$ cat config.mk
export PLATFORM = sky130hd
export DESIGN_NAME = rng_health_mon
export DESIGN_NICKNAME = d
export VERILOG_FILES = /design/src/rtl/rhm_pkg.sv /design/src/rtl/rhm_poker.sv /design/src/rtl/rhm_runs.sv /design/src/rtl/rhm_run_detect.sv /design/src/rtl/rng_health_mon.sv
export SDC_FILE = /design/constraint.sdc
export NUM_CORES = 1
export LEC_CHECK = 0
export BUFFER_PORTS_ARGS = -buffer_cell sky130_fd_sc_hd__buf_4
export CAP_MARGIN = 20
export CORE_ASPECT_RATIO = 1.5
export CORE_MARGIN = 3
export CORE_UTILIZATION = 50
export CTS_CLUSTER_SIZE = 8
export DETAILED_ROUTE_END_ITERATION = 10
export GPL_ROUTABILITY_DRIVEN = 0
export PLACE_DENSITY = 0.73
export SYNTH_ARGS = -nofsm -noshare
export SYNTH_HDL_FRONTEND = slang
export SYNTH_HIERARCHICAL = 1
export SYNTH_SLANG_ARGS = --single-unit
$ cat constraint.sdc
create_clock -name clk -period 10.3 [get_ports clk]
set_input_delay 2.06 -clock clk [delete_from_list [all_inputs] [get_ports clk]]
set_output_delay 2.06 -clock clk [all_outputs]
set_load 0.02 [all_outputs]
$ cat src/rtl/rhm_pkg.sv
package rhm_pkg;

    localparam int unsigned NIB_BITS    = 4;
    localparam int unsigned NIB_VALS    = 1 << NIB_BITS;
    localparam int unsigned RUN_BUCKETS = 6;

    localparam int unsigned MONO_LO  = 9655;
    localparam int unsigned MONO_HI  = 10345;
    localparam int unsigned POKER_LO = 240;
    localparam int unsigned POKER_HI = 385;

    typedef struct packed {
        int unsigned lo;
        int unsigned hi;
    } span_t;

    typedef struct packed {
        logic monobit;
        logic poker;
        logic runs;
        logic long_run;
        logic noise;
    } alarm_t;

    // Pass range for run bucket b (b = length-1, last bucket is 6 or more)
    function automatic span_t run_span(int unsigned b);
        span_t s;
        case (b)
            0:       s = span_t'{lo: 2315, hi: 2685};
            1:       s = span_t'{lo: 1114, hi: 1386};
            2:       s = span_t'{lo: 527,  hi: 723};
            3:       s = span_t'{lo: 240,  hi: 384};
            default: s = span_t'{lo: 103,  hi: 209};
        endcase
        return s;
    endfunction

    function automatic logic out_of_span(int unsigned v, span_t s);
        return (v < s.lo) || (v > s.hi);
    endfunction

endpackage

$ cat src/rtl/rhm_poker.sv
module rhm_poker
    import rhm_pkg::*;
#(
    parameter int unsigned WINDOW_BITS = 20000
) (
    input  logic clk,
    input  logic clr,
    input  logic acc,
    input  logic bit_i,
    input  logic last,
    output logic fail
);
    localparam int unsigned CNT_W = $clog2(WINDOW_BITS + 1);
    localparam int unsigned PH_W  = $clog2(NIB_BITS);
    localparam logic [PH_W-1:0] PH_LAST = PH_W'(NIB_BITS - 1);

    logic [NIB_BITS-2:0] shift_q;
    logic [PH_W-1:0]     phase_q;
    logic [NIB_BITS-1:0] nib;
    logic                hit;
    logic [CNT_W-1:0]    cnt   [NIB_VALS];
    logic [CNT_W-1:0]    nxt   [NIB_VALS];
    logic [NIB_VALS-1:0] bad_v;

    assign nib = {shift_q, bit_i};
    assign hit = acc && (phase_q == PH_LAST);

    generate
        for (genvar g = 0; g < NIB_VALS; g++) begin : g_bin
            assign nxt[g] = cnt[g] + {{(CNT_W-1){1'b0}}, (hit && nib == NIB_BITS'(g))};
            assign bad_v[g] = out_of_span(32'(nxt[g]), span_t'{lo: POKER_LO, hi: POKER_HI});
            always_ff @(posedge clk) begin
                if (clr || last) cnt[g] <= '0;
                else if (acc)    cnt[g] <= nxt[g];
            end
        end
    endgenerate

    always_ff @(posedge clk) begin
        if (clr || last) begin
            shift_q <= '0;
            phase_q <= '0;
        end else if (acc) begin
            shift_q <= {shift_q[NIB_BITS-3:0], bit_i};
            phase_q <= phase_q + PH_W'(1);
        end
    end

    always_ff @(posedge clk) begin
        if (clr) fail <= 1'b0;
        else     fail <= last && (|bad_v);
    end

    // The window must end on a group boundary
    AST_GROUP_ALIGNED: assert property (@(posedge clk) disable iff (clr)
        last |-> phase_q == PH_LAST);

endmodule

$ cat src/rtl/rhm_runs.sv
module rhm_runs
    import rhm_pkg::*;
#(
    parameter int unsigned WINDOW_BITS = 20000
) (
    input  logic clk,
    input  logic clr,
    input  logic acc,
    input  logic bit_i,
    input  logic last,
    output logic fail
);
    localparam int unsigned CNT_W = $clog2(WINDOW_BITS + 1);
    localparam int unsigned LEN_W = $clog2(RUN_BUCKETS + 1);
    localparam int unsigned NCNT  = 2 * RUN_BUCKETS;
    localparam logic [LEN_W-1:0] LEN_SAT = LEN_W'(RUN_BUCKETS);

    logic             prev_q;
    logic [LEN_W-1:0] len_q;
    logic [LEN_W-1:0] new_len;
    logic             same, close_a;
    logic [CNT_W-1:0] cnt [NCNT];
    logic [CNT_W-1:0] nxt [NCNT];
    logic [NCNT-1:0]  bad_v;

    assign same    = (len_q != '0) && (bit_i == prev_q);
    assign close_a = acc && (len_q != '0) && !same;
    assign new_len = same ? ((len_q == LEN_SAT) ? len_q : len_q + LEN_W'(1)) : LEN_W'(1);

    generate
        for (genvar g = 0; g < NCNT; g++) begin : g_bkt
            localparam int unsigned VAL = g / RUN_BUCKETS;
            localparam int unsigned BKT = g % RUN_BUCKETS;
            logic inc_a, inc_b;
            // run closed by a change of value
            assign inc_a = close_a && (prev_q == 1'(VAL)) && (len_q == LEN_W'(BKT + 1));
            // run left open at the last bit of the window
            assign inc_b = last && (bit_i == 1'(VAL)) && (new_len == LEN_W'(BKT + 1));
            assign nxt[g] = cnt[g] + {{(CNT_W-1){1'b0}}, inc_a} + {{(CNT_W-1){1'b0}}, inc_b};
            assign bad_v[g] = out_of_span(32'(nxt[g]), run_span(BKT));
            always_ff @(posedge clk) begin
                if (clr || last) cnt[g] <= '0;
                else if (acc)    cnt[g] <= nxt[g];
            end
        end
    endgenerate

    always_ff @(posedge clk) begin
        if (clr || last) begin
            len_q  <= '0;
            prev_q <= 1'b0;
        end else if (acc) begin
            len_q  <= new_len;
            prev_q <= bit_i;
        end
    end

    always_ff @(posedge clk) begin
        if (clr) fail <= 1'b0;
        else     fail <= last && (|bad_v);
    end

    AST_RUN_LEN_CAP: assert property (@(posedge clk) disable iff (clr)
        len_q <= LEN_SAT);

endmodule

$ cat src/rtl/rhm_run_detect.sv
module rhm_run_detect #(
    parameter int unsigned LONG_RUN_LEN = 34,
    parameter int unsigned NOISE_LEN    = 48
) (
    input  logic clk,
    input  logic clr,
    input  logic acc,
    input  logic bit_i,
    output logic fail_long,
    output logic fail_noise
);
    localparam int unsigned W = $clog2(NOISE_LEN + 1);
    localparam logic [W-1:0] LONG_V  = W'(LONG_RUN_LEN);
    localparam logic [W-1:0] NOISE_V = W'(NOISE_LEN);

    logic         prev_q;
    logic [W-1:0] cnt_q, nxt;

    always_comb begin
        if ((cnt_q != '0) && (bit_i == prev_q))
            nxt = (cnt_q == NOISE_V) ? cnt_q : cnt_q + W'(1);
        else
            nxt = W'(1);
    end

    always_ff @(posedge clk) begin
        if (clr) begin
            cnt_q      <= '0;
            prev_q     <= 1'b0;
            fail_long  <= 1'b0;
            fail_noise <= 1'b0;
        end else begin
            fail_long  <= acc && (nxt == LONG_V) && (cnt_q != LONG_V);
            fail_noise <= acc && (nxt == NOISE_V) && (cnt_q != NOISE_V);
            if (acc) begin
                cnt_q  <= nxt;
                prev_q <= bit_i;
            end
        end
    end

    AST_CONT_CAP: assert property (@(posedge clk) disable iff (clr)
        cnt_q <= NOISE_V);
    AST_FLAGS_APART: assert property (@(posedge clk) disable iff (clr)
        !(fail_long && fail_noise));

endmodule

$ cat src/rtl/rng_health_mon.sv
module rng_health_mon
    import rhm_pkg::*;
#(
    parameter int unsigned WINDOW_BITS  = 20000,
    parameter int unsigned LONG_RUN_LEN = 34,
    parameter int unsigned NOISE_LEN    = 48
) (
    input  logic clk,
    input  logic rst,
    input  logic enable,
    input  logic bit_in,
    input  logic bit_valid,
    output logic fail_monobit,
    output logic fail_poker,
    output logic fail_runs,
    output logic fail_long_run,
    output logic fail_noise
);
    localparam int unsigned POS_W = $clog2(WINDOW_BITS);
    localparam int unsigned CNT_W = $clog2(WINDOW_BITS + 1);
    localparam logic [POS_W-1:0] LAST_POS = POS_W'(WINDOW_BITS - 1);

    logic             clr, acc, last;
    logic [POS_W-1:0] pos_q;
    logic [CNT_W-1:0] ones_q, ones_nxt;
    logic             mono_q;
    alarm_t           alarm;

    assign clr      = rst || !enable;
    assign acc      = enable && bit_valid;
    assign last     = acc && (pos_q == LAST_POS);
    assign ones_nxt = ones_q + CNT_W'(bit_in);

    always_ff @(posedge clk) begin
        if (clr) begin
            pos_q  <= '0;
            ones_q <= '0;
            mono_q <= 1'b0;
        end else begin
            mono_q <= last && out_of_span(32'(ones_nxt), span_t'{lo: MONO_LO, hi: MONO_HI});
            if (last) begin
                pos_q  <= '0;
                ones_q <= '0;
            end else if (acc) begin
                pos_q  <= pos_q + POS_W'(1);
                ones_q <= ones_nxt;
            end
        end
    end

    rhm_poker #(.WINDOW_BITS(WINDOW_BITS)) u_poker (
        .clk(clk), .clr(clr), .acc(acc), .bit_i(bit_in), .last(last), .fail(alarm.poker)
    );

    rhm_runs #(.WINDOW_BITS(WINDOW_BITS)) u_runs (
        .clk(clk), .clr(clr), .acc(acc), .bit_i(bit_in), .last(last), .fail(alarm.runs)
    );

    rhm_run_detect #(.LONG_RUN_LEN(LONG_RUN_LEN), .NOISE_LEN(NOISE_LEN)) u_cont (
        .clk(clk), .clr(clr), .acc(acc), .bit_i(bit_in),
        .fail_long(alarm.long_run), .fail_noise(alarm.noise)
    );

    assign alarm.monobit = mono_q;

    assign fail_monobit  = alarm.monobit;
    assign fail_poker    = alarm.poker;
    assign fail_runs     = alarm.runs;
    assign fail_long_run = alarm.long_run;
    assign fail_noise    = alarm.noise;

    AST_POS_IN_WINDOW: assert property (@(posedge clk) disable iff (rst)
        pos_q <= LAST_POS);
    AST_IDLE_QUIET: assert property (@(posedge clk) disable iff (rst)
        !acc |=> (alarm == '0));
    AST_VERDICT_AT_END: assert property (@(posedge clk) disable iff (rst)
        (fail_monobit || fail_poker || fail_runs) |-> ($past(pos_q) == LAST_POS && $past(acc)));
    AST_DISABLE_CLEARS: assert property (@(posedge clk) disable iff (rst)
        !enable |=> (pos_q == '0 && ones_q == '0));

endmodule

==> impl.org, run 1 <==
** Status
- Run status :: completed

** Detailed routing
- Total Routed Length :: 72.2 mm
- Per-cell via count in the routed design :: 6.02
- For this run, design rule violations remaining after detail routing come to 0.
- Router iterations before antenna repair :: 5
- Drt wl/cell :: 18.2 um
- Total number of vias :: 23900
- In this run the remaining antenna-violating nets after routing total 0.
- The first routing iteration left 1750 violations.

** CTS
- TritonCTS created 68 clock buffers.
- CTS placed an instance of sky130_fd_sc_hd__clkbuf_16 at the clock tree root.
- The number of hold buffers added after CTS was 0.
- Once the clock tree was built, the setup fixing pass inserted 0 buffers.
- Maximum clock insertion buffer count :: 3
- Clock edge transition at the registers on the reported setup and hold paths :: 50 ps
- The later pin in the worst-skew pair is clocked with a latency of 590 ps.
- TritonCTS built the clock tree.
- CTS built an H-tree with a depth of 3.
- The number of gates resized after CTS was 0.
- The tree built by TritonCTS fans out to 471 sinks.

** Placement
- HPWL after DPL :: 49.4 mm
- Number of buffer cells added on primary ports :: 9

** Global route
- Grt total ovfl :: 0
- For met1 alone, demand over resource in global routing was 25.4%.
- For this run, the total global-route usage over all layers was measured as 21.9%.
- Global routing used 39.9% of the available met2 tracks.
- The via count of the first global-routing pass is 22800.
- The global routing stage identified its most utilized layer as met2.
- Entering global routing, the biggest net connects 107 pins.
- Wire length of the first global-routing pass :: 117 mm
- Met3 Track Usage GR :: 2.69%
- The number of antenna violations at the first check in global routing came to 0.

** Timing
- Count of final setup violators :: 0
- The hold violation count in the final report came to 0.
- The number of max-slew violations in the final report is 0.
- Static timing analysis puts the maximum clock frequency at 136 MHz.
- Setup repair after global routing left no endpoint under its margin.
- Transition time at the pin with the least slew margin :: 1020 ps
- The worst path in the final design needs a cycle of 7340 ps, including I/O delays and setup.
- In the finished design, the share of the clock period the worst path needs comes to 71.3%.
- Relative slew margins :: 31.8%
- For the final database, setup skew stands at 20.9 ps.
- After routing, the total negative slack on setup checks comes to 0 ps.

** Critical path
- Register-to-register setup slack :: 4910 ps
- Depth of the worst register-to-register path :: 19
- For the worst setup path, the data required time is 10740 ps.
- Worst reg2reg path startpoint :: pos_q[0]
- End point of the critical path :: u_runs/fail
- STA classifies the critical path endpoint as a flip-flop.
- Tracing the worst setup path back leads to its startpoint at enable.
- Data on the critical path arrives at its endpoint at 7790 ps.
- CP Class :: in -> reg
- In this run the worst path has a maximum fanout of 31.
- Endpoint of the lowest-slack register-to-register path :: u_runs/fail
- Crit start category :: primary input

** Die
- The die is 208 um wide.
- I/O pin total :: 10
- The initial utilization of the core area, before any placement, comes to 50.8%.
- Die ar. :: 0.0643 mm2
- Total core area :: 0.0603 mm2
- Die extent in y :: 309 um
- Count of standard-cell rows :: 110

** Cells and area
- The area growth from synthesis to layout is 7.19%.
- The repair_antennas step left the layout with diodes totalling 0.
- Proportion of layout cells with a drive suffix above 1 :: 4.86%
- Final Net Count :: 3242
- Fill cells in the final layout number 5389.

** Pwr
- IR analysis of the VDD net gives a maximum drop of 0.000119 V.
- Power per Cell Area :: 141 mW/mm2
- Summing internal, switching and leakage power gives 4.63 mW.
- In this run the static leakage power is 10.8 nW.

** Logic synthesis
- Synth unique cells :: 105
- Synthesized net count :: 3356
- Warning count from the yosys run :: 6
- Mapped cell area :: 0.0306 mm2
- Synth area leaders :: sky130_fd_sc_hd__edfxtp_1, sky130_fd_sc_hd__nor2_1, sky130_fd_sc_hd__xnor2_1, sky130_fd_sc_hd__xor2_1, sky130_fd_sc_hd__dfxtp_1
- Of all flip-flops after synthesis, the portion carrying an async set or reset was 0%.
- Yosys mapped a number of flops with a built-in enable equal to 420.
- The average instance in the mapped netlist occupies 9.33 um2.
- Among all flip-flop cells after synthesis, the most frequent one is sky130_fd_sc_hd__edfxtp_1.
- Number of storage elements in the synthesis netlist :: 471
- Share of the synthesized area in the top cell type :: 41.2%
- Register area share after synthesis :: 44.5%
- Count of mapped cells out of synthesis :: 3281
- Summed over all instances, the cell type with the most area after synthesis is sky130_fd_sc_hd__edfxtp_1.

** Job
- Max-cap violations :: 0

** Worst hold path
- In this run the worst hold path is classified as reg -> reg.
-- final cells by class --
type	count	area [um2]	area share (%)
clock buffers	91	1850	5.64
inverters	85	332	1.01
well taps	784	981	2.99
multi-input cells	2519	15800	48.1
clock inverters	4	50.0	0.152
repair buffers	22	183	0.557
flip-flops and latches	471	13600	41.5
-- metal layers --
metal	share of wire (%)	vias to the layer above
met3	4.1	190
met5	0	-
li1	-	11600
met4	5.0	0
met2	51	626
met1	40	11500
-- cell usage after synthesis, types with 83 or more instances --
| cell | number |
|---|---|
| sky130_fd_sc_hd__nor2_1 | 537 |
| sky130_fd_sc_hd__edfxtp_1 | 420 |
| sky130_fd_sc_hd__nand2_1 | 227 |
| sky130_fd_sc_hd__xnor2_1 | 225 |
| sky130_fd_sc_hd__nand3_1 | 195 |
| sky130_fd_sc_hd__xor2_1 | 195 |
| sky130_fd_sc_hd__clkbuf_1 | 128 |
| sky130_fd_sc_hd__nand4_1 | 114 |
| sky130_fd_sc_hd__nor3_1 | 107 |
| sky130_fd_sc_hd__a21oi_1 | 96 |
| sky130_fd_sc_hd__and3_1 | 89 |
| sky130_fd_sc_hd__inv_1 | 83 |
-- registers in the layout, indices dropped and copies added (netlist names) --
| signal | flops |
|---|---|
| fail_monobit | 1 |
| ones_q | 15 |
| pos_q | 15 |
| u_cont/cnt_q | 6 |
| u_cont/fail_long | 1 |
| u_cont/fail_noise | 1 |
| u_cont/prev_q | 1 |
| u_poker/cnt | 240 |
| u_poker/fail | 1 |
| u_poker/phase_q | 2 |
| u_poker/shift_q | 3 |
| u_runs/cnt | 180 |
| u_runs/fail | 1 |
| u_runs/len_q | 3 |
| u_runs/prev_q | 1 |
-- logic make-up after synthesis --
kind of cell	Yosys count	synth area share [%]
XOR/XNOR	421	12.1
AND/OR/NAND/NOR	1605	26.5
multiplexers	18	0.613
AO/OA/AOI/OAI	404	9.10
flip-flops	471	44.5
adder cells (fa/ha/maj)	71	3.19
buffers and inverters	291	3.96
-- cells in the final DEF (no fill, tap or decap), types with 58 or more instances in the layout --
cell type and n:
sky130_fd_sc_hd__a21oi_1 96, sky130_fd_sc_hd__clkbuf_16 71, sky130_fd_sc_hd__inv_1 81, sky130_fd_sc_hd__edfxtp_1 420
sky130_fd_sc_hd__nor2_1 536, sky130_fd_sc_hd__and3_1 89, sky130_fd_sc_hd__xor2_1 195, sky130_fd_sc_hd__nand4_1 114
sky130_fd_sc_hd__nand3_1 195, sky130_fd_sc_hd__o21ai_0 72, sky130_fd_sc_hd__xnor2_1 225, sky130_fd_sc_hd__ha_1 58
sky130_fd_sc_hd__nor3_1 107, sky130_fd_sc_hd__nand2_1 225
-- through the flow --
| step | setup WS, ps | utilization [%] | std cells | cell area, um2 | hold WS (ps) |
|---|---|---|---|---|---|
| floorplan | 1990 | - | 3281 | 30600 | 453 |
| global placement | 2660 | 51.2 | 3878 | 30900 | 462 |
| detailed placement | 2510 | 51.2 | 3878 | 30900 | 473 |
| CTS | 3130 | 54.4 | 3973 | 32800 | 481 |
| global route | 2700 | 54.4 | 3976 | 32800 | 509 |
| finish | 2960 | 54.4 | 3976 | 32800 | 487 |
-- critical path: stages --
cell                        delay, ps
sky130_fd_sc_hd__buf_4             80
sky130_fd_sc_hd__nand2_1          240
sky130_fd_sc_hd__inv_2            590
sky130_fd_sc_hd__and3_1           320
sky130_fd_sc_hd__and3_1           190
sky130_fd_sc_hd__nand4_1          200
sky130_fd_sc_hd__inv_1            310
sky130_fd_sc_hd__inv_1            140
sky130_fd_sc_hd__nor2_1           510
sky130_fd_sc_hd__nand3b_1         200
sky130_fd_sc_hd__fa_1             490
sky130_fd_sc_hd__inv_1             80
sky130_fd_sc_hd__ha_1             320
sky130_fd_sc_hd__nand3_1          140
sky130_fd_sc_hd__xor2_1           260
sky130_fd_sc_hd__and3b_1          200
sky130_fd_sc_hd__a311oi_1          90
sky130_fd_sc_hd__a2111oi_0        710
sky130_fd_sc_hd__nand4_1          220
sky130_fd_sc_hd__nor4_2           290
sky130_fd_sc_hd__a311oi_1         130
-- how the worst min path moves through the flow --
stage	from	endpoint	cells past startpoint
3_3_place_gp	pos_q[1]	pos_q[1]	2
4_1_cts	ones_q[0]	ones_q[0]	2
2_1_floorplan	pos_q[1]	pos_q[1]	2
6_report	pos_q[1]	pos_q[1]	2
3_5_place_dp	ones_q[0]	ones_q[0]	2
5_1_grt	ones_q[0]	ones_q[0]	2
-- where the power goes --
group	internal, mW	switching [mW]	total (mW)
sequential	2.17	0.120	2.29
combinational	0.108	0.170	0.278
clock	1.24	0.822	2.06
No activity file was read; power rests on OpenSTA's default activity.
==> inputs of run 2 (changes only) <==
ABC_AREA = 1   (was not set)
PLACE_DENSITY = 0.76   (was 0.73)
clock period = 6 ns   (was 10.3 ns; I/O delays follow)
==> impl.org, run 2 <==
** CTS
- The number of buffers created by CTS is 68 (unchanged).
- Number of cells upsized or downsized after cts :: 0 (unchanged)
- Maximum clock insertion buffer count :: 3 (unchanged)
- Post-CTS setup repair buffer count :: 0 (unchanged)
- H-Tree Depth :: 3 (unchanged)
- Post-cts hold buffer count :: 0 (unchanged)
- Clock edge transition at the registers on the reported setup and hold paths :: 50 ps (about the same)
- The clock insertion delay at the later pin of the skew report was 600 ps (about the same).
- The tree is rooted in a sky130_fd_sc_hd__clkbuf_16.
- Clock sink total :: 471 (unchanged)
- TritonCTS built the clock tree.

** Cells and area
- The ratio of cells with drive above 1 in the final layout came to 5.33% (+0.47 points).
- Largest registers :: u_poker/cnt: 240 flops, u_runs/cnt: 180 flops
- Register name with the most flops :: u_poker/cnt
- Final Non-Filler Cells :: 5284 (+33%)
- Commonest non-fill, non-tap cell in the layout :: sky130_fd_sc_hd__nand2_1
- Antenna cell count :: 0 (unchanged)
- Final Net Count :: 4532 (+40%)
- Commonest cells after routing, fill and taps aside :: sky130_fd_sc_hd__nand2_1, sky130_fd_sc_hd__nor2_1, sky130_fd_sc_hd__inv_1
- Synth-to-Final Area Change :: 9.40%
- The utilization after layout came to 55.3% (+0.84 points).
- The flip-flop count of the largest register after layout is 240 (unchanged).

** Detailed routing
- The wire length after detailed routing is 70.3 mm (-2.6%).
- The number of nets still failing antenna checks after routing came to 0 (unchanged).
- The total via count after detailed routing is 27500 (+15%).
- Per-cell via count in the routed design :: 5.20 (-14%)
- Router iterations before antenna repair :: 7 (+2)
- Drt wl/cell :: 13.3 um (-27%)
- The violation count after the first detailed-routing iteration came to 1660 (-5.1%).
- The total DRC errors in the routed layout came to 0 (unchanged).

** Pwr
- Relative contribution of sequential cells to total power :: 49.1% (-0.4 points)
- The reported leakage power is 14.0 nW (+30%).
- Internal power contribution :: 5.98 mW (+70%)
- The proportion of power drawn by the clock network is 44.1% (-0.4 points).
- The combinational cell fraction of total power was 6.8% (+0.8 points).
- The net switching component of the power is 1.91 mW (+72%).
- Power per Cell Area :: 229 mW/mm2 (+63%)
- The power after layout was 7.89 mW (+70%).
- The share of total power consumed by net switching came to 24.2% (+0.17 points).
- The worst vdd rail ir drop was 0.000253 V (+110%).

** Timing
- Transition time at the pin with the least slew margin :: 913 ps (-110 ps)
- Setup repair after global routing missed its margin :: no
- In the finished design, the share of the clock period the worst path needs comes to 74.6%.
- The post-route clock skew was 22.3 ps (+1.46 ps).
- The worst-case headroom to the max-slew limit is 39.1% (+7.3 points).
- Count of final setup violators :: 0 (unchanged)
- The number of max-slew violations in the final report is 0 (unchanged).
- Post-Route Hold Slack :: 468 ps (-18.7 ps)
- Number of hold-slack violations in the final timing report :: 0 (unchanged)
- The accumulated negative setup slack came to 0 ps (unchanged).
- The worst path in the final design needs a cycle of 4480 ps, including I/O delays and setup.
- FMAX :: 223 MHz

** Critical path
- Critical path fanouts, max :: 14 (-55%)
- Register-to-register setup slack :: 1620 ps (-3290 ps)
- The worst-case reg-to-reg path depth was 25 (+6).
- The signal arrival time at the worst endpoint is 4960 ps (-2830 ps).
- The buffer and inverter count on the worst path is 5 (unchanged).
- CP Class :: in -> reg
- The worst setup path is launched from a primary input.
- The startpoint identified for the worst register-to-register timing path is pos_q[0].
- In this run the critical register-to-register path is captured at u_runs/fail.
- Worst setup EP type :: flip-flop
- Dominant delay contributor by cell family on the critical path :: simple AND/OR/NAND/NOR gates
- Delay of the slowest cell on the worst path :: 480 ps (-230 ps)
- Data required time of the critical path :: 6490 ps (-4250 ps)
- The largest individual stage delay along the critical path comes from the cell sky130_fd_sc_hd__fa_1.

** Logic synthesis
- Synthesized net count :: 4492 (+34%)
- The count of different cell masters after synthesis is 42 (-60%).
- Register area share after synthesis :: 43.4% (-1.2 points)
- The largest total area in the synthesized netlist belongs to sky130_fd_sc_hd__edfxtp_1.
- The top-area cell type share of the netlist area was 40.1% (-1.1 points).
- The adder-cell share of the synthesized area came to 3.07% (-0.12 points).
- Fraction of synthesized area in multiplexers :: 0% (-0.61 points)
- Async S/R FF share, synth :: 0% (unchanged)
- The simple-gate share of the synthesized area is 39.1% (+13 points).
- Average size of a mapped cell :: 7.12 um2 (-24%)
- Number of enable-type register cells in the synthesized netlist :: 420 (unchanged)
- Mapped cell area :: 0.0314 mm2 (+2.7%)
- Count of mapped cells out of synthesis :: 4417 (+35%)
- The count of state elements after synthesis came to 471 (unchanged).
- Sorting the synthesized cells by how often they occur yields sky130_fd_sc_hd__nand2_1, sky130_fd_sc_hd__nor2_1, sky130_fd_sc_hd__inv_1.
- Warning count from the yosys run :: 6 (unchanged)
- By area the synthesized netlist is led by sky130_fd_sc_hd__edfxtp_1, sky130_fd_sc_hd__nand2_1, sky130_fd_sc_hd__nor2_1, sky130_fd_sc_hd__inv_1, sky130_fd_sc_hd__nand3_1.
- The compound-cell area share of the yosys netlist came to 4.77% (-4.3 points).
- The xor and xnor fraction of the mapped netlist area is 2.02% (-10 points).
- Dominant register cell in the synthesized netlist :: sky130_fd_sc_hd__edfxtp_1
- Library cell with the highest instance count after synthesis :: sky130_fd_sc_hd__nand2_1
- Combinational family with the most area after synthesis :: simple AND/OR/NAND/NOR gates

** Placement
- The number of placed instances with taps included was 5185 (+34%).
- The total of buffers placed on input and output ports came to 9 (unchanged).
- HPWL after DPL :: 51.3 mm (+3.9%)

** Die
- Die width :: 211 um (+1.3%)
- The number of core rows came to 112 (+1.8%).
- The standard cell core area is 0.0622 mm2 (+3.2%).
- Effective utilization at floorplan :: 50.5% (-0.26 points)
- I/O pin total :: 10 (unchanged)
- Die ar. :: 0.0660 mm2 (+2.6%)
- The chip height came to 313 um (+1.3%).

** Global route
- The overall global routing resource usage was 21.3% (-0.64 points).
- The number of antenna violations at the first check in global routing was 0 (unchanged).
- The maximum number of pins on one net before global-route repair is 115 (+7.5%).
- The first-pass GRT wire length came to 117 mm (+0.41%).
- The via count of the first global-routing pass was 26000 (+14%).
- The total congestion overflow after global routing came to 0 (unchanged).

** Worst hold path
- In this run the most critical hold path is launched from pos_q[14].
- For hold timing, the worst endpoint is pos_q[14].
- The path class of the tightest hold or removal check is reg -> reg.
- Min-Delay Path Depth :: 1 (-1)

** Job
- Max-cap violations :: 0 (unchanged)

** Status
- Run status :: completed
run 2: changes by cell type after synthesis, moves of 83 or more:
cell and delta:
sky130_fd_sc_hd__nand2_1 +1178, sky130_fd_sc_hd__clkbuf_1 -83, sky130_fd_sc_hd__xor2_1 -142, sky130_fd_sc_hd__nand3_1 +110, sky130_fd_sc_hd__and3_1 -89, sky130_fd_sc_hd__inv_1 +496
sky130_fd_sc_hd__xnor2_1 -211, sky130_fd_sc_hd__nor2_1 +285
run 2: how the worst max path moves through the flow:
| stage | startpoint | to | slack [ps] | depth (start not counted) |
|---|---|---|---|---|
| after floorplan | bit_valid | u_poker/cnt[0][0] | 650 | 5 |
| after global placement | enable | u_runs/fail | 1050 | 25 |
| after detailed placement | enable | u_runs/fail | 990 | 25 |
| after CTS | enable | u_runs/fail | 1570 | 25 |
| after global routing | enable | u_runs/fail | 1120 | 25 |
| final | enable | u_runs/fail | 1520 | 25 |
run 2: final cells by class:
class | count | area (um2)
Clock inverter | 5 | 58.8
Clock buffer | 94 | 1820
Sequential cell | 471 | 13600
Inverter | 589 | 2210
Fill cell | 5914 | 27800
Timing Repair Buffer | 22 | 228
Multi-Input combinational cell | 3305 | 15400
Tap cell | 798 | 998
run 2: cells by family (layout without fill, tap and decap cells):
logic type	after synthesis	after routing
and+or+nand+nor	2887	2887
buffers and inverters	641	710
DFF	471	471
AOI/OAI and AO/OA	278	278
adders and majority gates	70	70
xor gates and xnor gates	70	70
run 2: power groups by stage:
stage / clock [mW] / combinational, mW / sequential (mW)
finish: 3.48 / 0.538 / 3.87
global route: 3.71 / 0.622 / 3.89
CTS: 3.58 / 0.544 / 3.87
detailed placement: 0 / 0.539 / 3.93
global placement: 0 / 0.532 / 3.93
floorplan: 0 / 0.408 / 3.90
run 2: per-stage QoR:
| stage | setup slack [ps] | area [um2] |
|---|---|---|
| 6_report | 1520 | 34400 |
| 5_1_grt | 1120 | 34400 |
| 3_3_place_gp | 1050 | 32500 |
| 3_5_place_dp | 989 | 32500 |
| 2_1_floorplan | 647 | 31400 |
| 4_1_cts | 1570 | 34400 |
run 2: routing by layer:
metal,GRT usage [%],part of all wire (%)
met5,0,0
met2,39.3,52
met3,2.57,3.1
met4,11.2,4.8
met1,23.7,40
